[src/rtl/gpio_port_pkg.sv]
package gpio_port_pkg;

  typedef enum logic [1:0] {
    MODE_ZERO   = 2'd0,
    MODE_EXP_A  = 2'd1,
    MODE_EXP_B  = 2'd2,
    MODE_SINGLE = 2'd3
  } port_mode_e;

  // Modes in which one pin is tied to output direction.
  function automatic logic mode_ties_pin(input logic [1:0] m);
    return (m == MODE_EXP_A) || (m == MODE_EXP_B);
  endfunction

endpackage

[src/rtl/gpio_pin_sync.sv]
module gpio_pin_sync #(
  parameter int WIDTH  = 8,
  parameter int STAGES = 2
) (
  input  logic             clk,
  input  logic [WIDTH-1:0] pin_async,
  output logic [WIDTH-1:0] pin_sync
);

  logic [WIDTH-1:0] stage_q [STAGES];

  always_ff @(posedge clk) begin
    stage_q[0] <= pin_async;
  end

  for (genvar s = 1; s < STAGES; s++) begin : g_stage
    always_ff @(posedge clk) begin
      stage_q[s] <= stage_q[s-1];
    end
  end

  assign pin_sync = stage_q[STAGES-1];

endmodule

[src/rtl/gpio_dir_reg.sv]
module gpio_dir_reg
  import gpio_port_pkg::*;
#(
  parameter int WIDTH     = 8,
  parameter int FIXED_BIT = 6
) (
  input  logic             clk,
  input  logic             init,
  input  logic [1:0]       mode_in,
  input  logic             wr_stb,
  input  logic [WIDTH-1:0] wr_data,
  output logic [WIDTH-1:0] dir_q
);

  localparam logic [WIDTH-1:0] FIX_MASK = WIDTH'(1) << FIXED_BIT;

  logic tied_q;

  always_ff @(posedge clk) begin
    if (init) begin
      tied_q <= mode_ties_pin(mode_in);
      dir_q  <= mode_ties_pin(mode_in) ? FIX_MASK : '0;
    end else if (wr_stb) begin
      dir_q  <= tied_q ? (wr_data | FIX_MASK) : wr_data;
    end
  end

  AST_TIED_BIT_OUTPUT: assert property (@(posedge clk) disable iff (init)
    tied_q |-> dir_q[FIXED_BIT]);

  AST_DIR_WRITE_FREE: assert property (@(posedge clk) disable iff (init)
    (wr_stb && !tied_q) |=> (dir_q == $past(wr_data)));

endmodule

[src/rtl/gpio_data_reg.sv]
module gpio_data_reg #(
  parameter int WIDTH     = 8,
  parameter int FIXED_BIT = 6
) (
  input  logic             clk,
  input  logic             init,
  input  logic             wr_stb,
  input  logic [WIDTH-1:0] wr_data,
  input  logic [WIDTH-1:0] pin_sync,
  output logic [WIDTH-1:0] data_q
);

  localparam logic [WIDTH-1:0] WR_MASK = ~(WIDTH'(1) << FIXED_BIT);

  for (genvar b = 0; b < WIDTH; b++) begin : g_bit
    logic bit_q;
    if (b == FIXED_BIT) begin : g_follow
      always_ff @(posedge clk) begin
        bit_q <= pin_sync[b];
      end
    end else begin : g_latch
      always_ff @(posedge clk) begin
        if (init)        bit_q <= 1'b0;
        else if (wr_stb) bit_q <= wr_data[b];
      end
    end
    assign data_q[b] = bit_q;
  end

  AST_LATCH_LOADS: assert property (@(posedge clk) disable iff (init)
    wr_stb |=> ((data_q & WR_MASK) == ($past(wr_data) & WR_MASK)));

  AST_FOLLOW_PIN: assert property (@(posedge clk) disable iff (init)
    1'b1 |=> (data_q[FIXED_BIT] == $past(pin_sync[FIXED_BIT])));

endmodule

[src/rtl/gpio_port_regs.sv]
module gpio_port_regs
  import gpio_port_pkg::*;
#(
  parameter int          WIDTH       = 8,
  parameter int          FIXED_BIT   = 6,
  parameter int          SYNC_STAGES = 2,
  parameter int          ADDR_W      = 1,
  parameter logic [0:0]  DIR_ADDR    = 1'b0,
  parameter logic [0:0]  DATA_ADDR   = 1'b1
) (
  input  logic              clk,
  input  logic              rst,
  input  logic              hw_stby,
  input  logic              sw_stby,
  input  logic [1:0]        mode,
  input  logic [ADDR_W-1:0] addr,
  input  logic              wr_en,
  input  logic [WIDTH-1:0]  wr_data,
  input  logic              rd_en,
  output logic [WIDTH-1:0]  rd_data,
  input  logic [WIDTH-1:0]  pin_in,
  output logic [WIDTH-1:0]  pin_out,
  output logic [WIDTH-1:0]  pin_oe
);

  localparam logic [WIDTH-1:0] FIX_MASK = WIDTH'(1) << FIXED_BIT;

  logic             init;
  logic             wr_ok;
  logic [WIDTH-1:0] pin_sync;
  logic [WIDTH-1:0] dir_q;
  logic [WIDTH-1:0] data_q;
  logic [WIDTH-1:0] latch_sel;
  logic [WIDTH-1:0] rd_mux;

  assign init  = rst | hw_stby;
  assign wr_ok = wr_en & ~sw_stby & ~init;

  gpio_pin_sync #(.WIDTH(WIDTH), .STAGES(SYNC_STAGES)) u_sync (
    .clk       (clk),
    .pin_async (pin_in),
    .pin_sync  (pin_sync)
  );

  gpio_dir_reg #(.WIDTH(WIDTH), .FIXED_BIT(FIXED_BIT)) u_dir (
    .clk     (clk),
    .init    (init),
    .mode_in (mode),
    .wr_stb  (wr_ok && (addr == DIR_ADDR)),
    .wr_data (wr_data),
    .dir_q   (dir_q)
  );

  gpio_data_reg #(.WIDTH(WIDTH), .FIXED_BIT(FIXED_BIT)) u_data (
    .clk      (clk),
    .init     (init),
    .wr_stb   (wr_ok && (addr == DATA_ADDR)),
    .wr_data  (wr_data),
    .pin_sync (pin_sync),
    .data_q   (data_q)
  );

  // Latch is returned only for output pins; the tied pin always reads its level.
  assign latch_sel = dir_q & ~FIX_MASK;

  always_comb begin
    if (addr == DATA_ADDR) rd_mux = (latch_sel & data_q) | (~latch_sel & pin_sync);
    else                   rd_mux = '1;
  end

  always_ff @(posedge clk) begin
    if (rst)        rd_data <= '0;
    else if (rd_en) rd_data <= rd_mux;
  end

  assign pin_oe  = dir_q;
  assign pin_out = data_q;

  AST_DIR_READS_ONES: assert property (@(posedge clk) disable iff (rst)
    (rd_en && addr == DIR_ADDR) |=> (rd_data == '1));

  AST_HW_STBY_CLEARS: assert property (@(posedge clk) disable iff (rst)
    hw_stby |=> ((pin_out & ~FIX_MASK) == '0));

  AST_SW_STBY_HOLDS: assert property (@(posedge clk) disable iff (rst || hw_stby)
    sw_stby |=> ($stable(pin_oe) && $stable(pin_out & ~FIX_MASK)));

  AST_RD_HOLDS: assert property (@(posedge clk) disable iff (rst)
    !rd_en |=> $stable(rd_data));

endmodule

[config.mk]
export PLATFORM = sky130hd
export DESIGN_NAME = gpio_port_regs
export DESIGN_NICKNAME = d
export VERILOG_FILES = /design/src/rtl/gpio_port_pkg.sv /design/src/rtl/gpio_pin_sync.sv /design/src/rtl/gpio_dir_reg.sv /design/src/rtl/gpio_data_reg.sv /design/src/rtl/gpio_port_regs.sv
export SDC_FILE = /design/constraint.sdc
export NUM_CORES = 1
export LEC_CHECK = 0
export ABC_AREA = 1
export ABC_CLOCK_PERIOD_IN_PS = 2600
export BUFFER_PORTS_ARGS = -buffer_cell sky130_fd_sc_hd__buf_2
export CORE_UTILIZATION = 52
export CTS_BUF_LIST = sky130_fd_sc_hd__clkbuf_4 sky130_fd_sc_hd__clkbuf_8
export CTS_CLUSTER_DIAMETER = 60
export CTS_CLUSTER_SIZE = 12
export DETAILED_ROUTE_END_ITERATION = 12
export PLACE_DENSITY_LB_ADDON = 0.05
export SLEW_MARGIN = 10
export SYNTH_ARGS = -nofsm -noshare
export SYNTH_HDL_FRONTEND = slang
export SYNTH_HIERARCHICAL = 1
export SYNTH_SLANG_ARGS = --single-unit
[constraint.sdc]
create_clock -name clk -period 2.6 [get_ports clk]
set_input_delay 0.13 -clock clk [delete_from_list [all_inputs] [get_ports clk]]
set_output_delay 0.13 -clock clk [all_outputs]
set_load 0.02 [all_outputs]
Word-level counts from Yosys, hierarchy flattened

Memories as Yosys holds them, arrays and structs flattened.
Index checks and enable logic that the tools add are counted.

Add/subtract/negate cells: 0
Multipliers: 0
Divide/modulo/power cells: 0
$lt $le $gt $ge: 0
Eq/ne operators: 2
Shift-type cells: 0
Mux-type cells: 5
Bitwise gates (word level): 10
Reductions and logical operators: 4

Operator list:

| cell                                          | number |
|---|---|
| 2-to-1 mux 8 bit                              | 3 |
| bitwise AND 8 bit                             | 2 |
| 2-to-1 mux 7 bit                              | 2 |
| inverter 8 bit                                | 1 |
| OR 8 bit                                      | 1 |
| inverter 1 bit                                | 3 |
| bitwise AND 1 bit                             | 2 |
| == test 2 x 1 -> 1 bit, second input constant | 1 |
| == test 2 bit, second input constant          | 1 |
| logical AND 1 bit                             | 2 |
| nonzero test 2 bit                            | 1 |
| logical OR 1 bit                              | 1 |
| OR 1 bit                                      | 1 |

Bits in registers: 25
Bits in latches: 0
RAM bits: 16
Memory bits (read-only): 0
Input bits: 25
Output and inout bits: 24
Logic and storage cells: 33
Memories kept: 1

Memory list:

| memory         | words | width | rd ports | clocked after Yosys merged registers in | wr ports | line                | text |
|---|---|---|---|---|---|---|---|
| u_sync.stage_q | 2     | 8     | 2        | 0                                       | 2        | gpio_pin_sync.sv:10 | `logic [WIDTH-1:0] stage_q [STAGES];` |

Depth between registers and ports, before layout

Gate-level depths: netlist of the first run.

Depth in word-level cells: 6
Mapped depth: 8
Depth with buffers taken out: 6

Cells and area by module

Netlist of the first run, hierarchy kept.

By module, submodules not included:

| module         | instances | cells an instance | area each (µm²) | seq. area each (µm²) |
|---|---|---|---|---|
| gpio_port_regs | 1         | 79                | 501.7           | 160.2 |
| gpio_pin_sync  | 1         | 24                | 380.4           | 320.3 |
| gpio_dir_reg   | 1         | 33                | 377.9           | 270.3 |
| gpio_data_reg  | 1         | 53                | 366.6           | 160.2 |

Worst setup path after synthesis of the first run

No wires, ideal clock.

Kind: input port to flip-flop
Start: input port rst
End: register u_dir.dir_q[0], enable pin
Library setup time: 0.283 ns
Arrival time: 0.856 ns
Data required time: 2.317 ns
Setup slack: 1.461 ns
Stages on the path: 5
Path buffers: 2
Path through: buf_6 -> inv_1 -> nand2_1 -> buf_6 -> or2_1

Word-level cells in the longest chain between the ends: 5

RTL lines:

| element                               | line                 | text |
|---|---|---|
| start: declaration                    | gpio_port_regs.sv:12 | `input logic rst,` |
| OR 1 bit *                            | gpio_port_regs.sv:36 | `assign init = rst \| hw_stby;` |
| net init                              | gpio_port_regs.sv:28 | `logic init;` |
| inverter 1 bit                        | gpio_port_regs.sv:37 | `assign wr_ok = wr_en & ~sw_stby & ~init;` |
| bitwise AND 1 bit                     | gpio_port_regs.sv:37 |  |
| logical AND 1 bit                     | gpio_port_regs.sv:49 | `.wr_stb (wr_ok && (addr == DIR_ADDR)),` |
| nonzero test 2 bit (no source line) * | -                    |  |
| end signal: assignment                | gpio_dir_reg.sv:22   | `dir_q <= mode_ties_pin(mode_in) ? FIX_MASK : '0;` |
| end signal: assignment                | gpio_dir_reg.sv:24   | `dir_q <= tied_q ? (wr_data \| FIX_MASK) : wr_data;` |
| end: declaration                      | gpio_dir_reg.sv:12   | `output logic [WIDTH-1:0] dir_q` |

Mark *: on every way through the listed nets, which the timed path passes. The rest lies on a longest branch.
A chain may end at the register's enable or synchronous reset.

Worst setup path in the final report of the first run

Same ends and word-level chain as after synthesis.

==> results of run 1 <==
[kinds of logic (layout without fill, tap and decap cells)]
| logic type | Yosys count | count (layout) | synth area share (%) |
|---|---|---|---|
| buf+inv | 56 | 100 | 18.8 |
| flops | 41 | 41 | 56.0 |
| simple gates | 90 | 90 | 24.5 |
| compound gates | 2 | 2 | 0.769 |
[through the flow]
step | cells | area [um2] | setup WS, ns | total power, mW | utilization, %
finish | 264 | 1920 | 1.39 | 1.34 | 67.4
CTS | 264 | 1920 | 1.39 | 1.36 | 67.4
floorplan | 189 | 1630 | 1.46 | 0.816 | -
global route | 264 | 1920 | 1.28 | 1.41 | 67.4
global placement | 248 | 1740 | 1.09 | 0.850 | 61.0
detailed placement | 248 | 1740 | 1.02 | 0.854 | 61.0
[worst min-delay path, stage by stage]
cell,delay (ns)
buf_2,0.07
o21bai_1,0.05
nand2_1,0.06
[flip-flops by register name, summed over array words and instances (netlist names)]
| name | count |
|---|---|
| rd_data | 8 |
| u_data/g_bit.bit_q | 8 |
| u_dir/dir_q | 8 |
| u_dir/tied_q | 1 |
| u_sync/stage_q | 16 |
[final cells by class]
| class | instances | area, um2 |
|---|---|---|
| clock buffer | 5 | 37.5 |
| clock inverter | 3 | 65.1 |
| fill | 266 | 930 |
| inverter | 36 | 140 |
| multi-input combinational | 92 | 410 |
| sequential | 41 | 911 |
| tap | 31 | 38.8 |
| timing repair buffer | 56 | 320 |
[metal layers]
| layer | vias up | wire length (um) |
|---|---|---|
| met1 | 496 | 1310 |
| met3 | 5 | 176 |
| met2 | 38 | 1240 |
| met4 | 0 | 43 |
| li1 | 620 | - |
| met5 | - | 0 |
[path summary, 6_finish.rpt]
| check | startpoint | endpoint | slack [ns] | cells after the start |
|---|---|---|---|---|
| setup / recovery | rst | u_dir/dir_q[0] | 1.39 | 4 |
| hold / removal | wr_data[6] | u_dir/dir_q[6] | 0.07 | 3 |
| setup reg to reg | u_dir/tied_q | u_dir/dir_q[6] | 1.77 | 2 |
| hold reg to reg | u_sync/stage_q[0][0] | u_sync/stage_q[0][8] | 0.34 | 0 |
[Yosys cell counts]
cell / n
or2_1: 1
nand3_1: 1
buf_6: 4
nor2_1: 39
buf_4: 16
inv_1: 35
inv_6: 1
o21ai_0: 1
dfxtp_1: 32
nand2_4: 1
edfxtp_1: 9
nand2_1: 39
nand4_1: 1
o21bai_1: 1
nand3_2: 7
and2_1: 1
[power groups by stage]
| stage | sequential (mW) | combinational [mW] | clock (mW) |
|---|---|---|---|
| 2_1_floorplan | 0.744 | 0.0719 | 0 |
| 3_3_place_gp | 0.718 | 0.132 | 0 |
| 6_report | 0.704 | 0.143 | 0.494 |
| 3_5_place_dp | 0.720 | 0.134 | 0 |
| 4_1_cts | 0.705 | 0.144 | 0.507 |
| 5_1_grt | 0.709 | 0.158 | 0.539 |
==> flow_summary.toml, run 1 <==
[status]
status = "finished, violations left"
violations = "design-rule violations"

[sta]
fin_crit_sh_pct = 46.6
fin_worst_skew_ns = 0.00345
finalMaxSlewViolations = 0
worstMarginPinSlew_ns = 0.835
rsz0062_at_grt = "no"
fmax_mhz = 826
finalSetupTns_ns = 0
hold_slack_ns = 0.0682
finalCriticalPeriod_ns = 1.21
finalSetupViolCount = 0
hold_viol = 0
slew_headroom_pct = 44.1

[detailed_routing]
first_iter_violations = 39
viasPerCell = 4.39
drc = 2
dr_total_vias = 1159
drtPass1Iterations = 8
wl_per_cell_um = 10.5
antenna_left = 0
wl_um = 2780

[worst_setup_path]
setup.worst_path.class = "primary input to flip-flop"
critical_path_arrival_ns = 1.21
path_max_fanout = 12
critPathLaunchType = "primary input"
critPathSlowestCell = "or2_1"
crit_chain = "buf_2, inv_1, nand2_1, or2_1"
crit_buf_inv = 2
critPathMaxStageDelay_ns = 0.46
required_ns = 2.60
path_delay_family = "simple AND/OR/NAND/NOR gates"
end_kind = "flip-flop"

[synthesis]
synth_area_um2 = 1630
ys_warn_count = 6
synthCells = 189
synth.net_count = 214
synth_area_leader_cell = "dfxtp_1"
ys_types = 16
yosysSeqAreaShare_pct = 56.0
yosys-top-cells-area = "dfxtp_1, edfxtp_1, nand2_1, nor2_1, inv_1"
syn_area_per_cell_um2 = 8.61
yosys_register_bits = 41
synth_top_area_share_pct = 39.4

[clock_tree]
cts-hold-fix-buffers = 8
clockRootBuffer = "clkbuf_4"
post_cts_buffers = 0
cts_made_buffers = 5
cts_tree = "done"
h-tree-depth = 2
clockBufferDepth = 2
clkSinkCount = 41
cts_resized = 0
path_clk_slew_ns = 0.12
clk_latency_ns = 0.34

[power_and_ir_drop]
p_int_mw = 1.04
sw_frac_of_total_pct = 22.2
power_density_nw_per_um2 = 697
combPwrFrac_pct = 10.7
power.share.clock_pct = 36.8
p_leak_nw = 1.02
sequentialPowerShare_pct = 52.5
irDropWorstVdd_v = 0.000509
switchingPower_mw = 0.298

[finish]
drive_gt1_share_pct = 27.9
final_common_cell = "buf_2"
nNetsFinal = 257
area_growth_pct = 18.2
antenna_cells = 0
final_cell_mix = "buf_2, nand2_1, nor2_1"

[placed_design]
place.detailed.hpwl_um = 2010
portBuffers = 48
routabilityCongestion = 0.798

[floorplanning]
rows = 19
die_height_um = 57.9
io_pins = 49
start_util_pct = 57.0
core_area_um2 = 2850
die_area_um2 = 3360
die_w_um = 57.9

[global_routing]
grt_antenna_before_repair = 0
grt_pass1_vias = 1035
grt.met2_usage_pct = 29.4
grtUsageMet3_pct = 8.04
grt_max_degree = 15
globalRoute.busiestLayer = "met2"
grtUsageMet1_pct = 21.9
grt_pass1_wl_um = 4420
grt-ovfl-total = 0
grt_usage_pct = 18.4

[hold_path]
min_path_type = "primary input to flip-flop"

[run]
maxCapViolations = 0
Note: power is estimated with default switching activity, not from simulation.
==> run 2, diff against run 1 <==
ABC_CLOCK_PERIOD_IN_PS = 980   (was 2600)
CORE_UTILIZATION = 47   (was 52)
clock period = 0.98 ns   (was 2.6 ns; I/O delays follow)
==> run 2 against run 1 <==
The run ends with negative setup slack left. Worst setup slack worse by 1.4 ns. Via count is 7.4% higher. Sequential share of layout area is 3.1 points lower. Largest cell class unchanged. Largest power group unchanged. Highest routed layer unchanged.
==> flow_summary.toml, run 2 (same netlist as run 1, synthesis figures left out) <==
[finish]
largest_register_ffs = 16
antenna_cells = 0
fillerInstances = 309
final_cell_mix = "buf_2, nand2_1, nor2_1"
final_common_cell = "buf_2"
nNetsFinal = 273
area_growth_pct = 27.1
finalCoreUtilization_pct = 65.0
top_register = "u_sync/stage_q"
fin_cells = 292
final_area_um2 = 2070
drive_gt1_share_pct = 32.7

[floorplanning]
die_w_um = 60.8
core_area_um2 = 3180
start_util_pct = 51.2
io_pins = 49
die_height_um = 60.8
rows = 20
die_area_um2 = 3700

[sta]
hold_slack_ns = 0.00742
finalSetupTns_ns = -0.0104
hold_viol = 0
finalMaxSlewViolations = 0
final.setup.worst_slack_ns = -0.00561
fin_worst_skew_ns = 0.00806
slew_headroom_pct = 83.9
finalCriticalPeriod_ns = 0.986
finalSetupViolCount = 2
fin_crit_sh_pct = 101
worstMarginPinSlew_ns = 0.241
fmax_mhz = 1010
rsz0062_at_grt = "yes"

[hold_path]
min_from = "wr_data[3]"
min_path_type = "primary input to flip-flop"

[global_routing]
grt_pass1_wl_um = 4510
grt_pass1_vias = 1096
grt-ovfl-total = 0
grt_antenna_before_repair = 0
grt_max_degree = 13
grt_usage_pct = 17.6

[detailed_routing]
wl_met2_um = 1480
drtPass1Iterations = 4
top_layer = "met4"
drc = 0
wl_um = 2940
viasPerCell = 4.26
routed-wl-met3_um = 159
wl_per_cell_um = 10.1
antenna_left = 0
wl_met1_um = 1280
dr_total_vias = 1245
first_iter_violations = 31

[clock_tree]
clk_latency_ns = 0.33
h-tree-depth = 2
cts_made_buffers = 5
clockBufferDepth = 2
clkSinkCount = 41
path_clk_slew_ns = 0.11
clockRootBuffer = "clkbuf_4"
cts_tree = "done"

[worst_setup_path]
critPathLaunchType = "flip-flop"
critical_path_arrival_ns = 0.94
path_max_fanout = 2
critPathMaxStageDelay_ns = 0.44
crit_start = "u_dir/dir_q[2]"
end_kind = "output pin"
timing.rr.start = "u_dir/dir_q[2]"
critPathSlowestCell = "edfxtp_1"
setup.worst_path.class = "flip-flop to output pin"
required_ns = 0.93
path_delay_family = "flip-flops"
crit_chain = "buf_6"
crit_buf_inv = 1

[placed_design]
place.detailed.hpwl_um = 2140
portBuffers = 48
dp_cells = 267
placedInstanceArea_um2 = 1800
place_ws_ns = 0.00449
routabilityCongestion = 0.812

[status]
violations = "negative setup slack"
status = "finished, violations left"

[power_and_ir_drop]
power_density_nw_per_um2 = 1500
p_leak_nw = 1.09
p_total_mw = 3.11
irDropWorstVdd_v = 0.000980

[run]
maxCapViolations = 0
run 2: changes by cell type in the layout (fill, tap and decap cells not counted), sizes merged:
cell	before	now
buf	48	61
bufinv	2	0
clkbuf	5	6
dlygate4sd3	8	11
run 2: power breakdown:
part / total (mW) / internal, mW / leakage [nW] / switching, mW
clock: 0.763 / 0.292 / 0.0315 / 0.471
sequential: 1.87 / 1.83 / 0.364 / 0.0450
combinational: 0.472 / 0.228 / 0.693 / 0.244
run 2: final cells by class:
| class | instances | area (um2) | area share [%] |
|---|---|---|---|
| inverters | 36 | 140 | 6.78 |
| repair buffers | 72 | 494 | 23.9 |
| clock buffers | 6 | 45.0 | 2.18 |
| well taps | 44 | 55.1 | 2.66 |
| multi-input cells | 92 | 413 | 20.0 |
| clock inverters | 1 | 5.00 | 0.242 |
| flip-flops and latches | 41 | 915 | 44.2 |
run 2: metal layers:
metal,track usage [%],up-vias
met5,0,-
met4,7.79,0
met3,5.97,2
met2,30.9,38
met1,19.4,550
li1,-,655
run 2: worst paths after layout:
check	to	slack (ns)	cells past startpoint
min	u_data/g_bit[3].bit_q	0.007	5
max	pin_oe[2]	-0.006	1
min reg2reg	u_sync/stage_q[0][15]	0.33	0
max reg2reg	rd_data[2]	0.03	5
run 2: what timing repair did:
item,in CTS,in global routing
hold buffers,11,0
buffers inserted,6,1
setup endpoints to repair,7,11
resized for setup,10,8
endpoints found under the hold margin,12,0
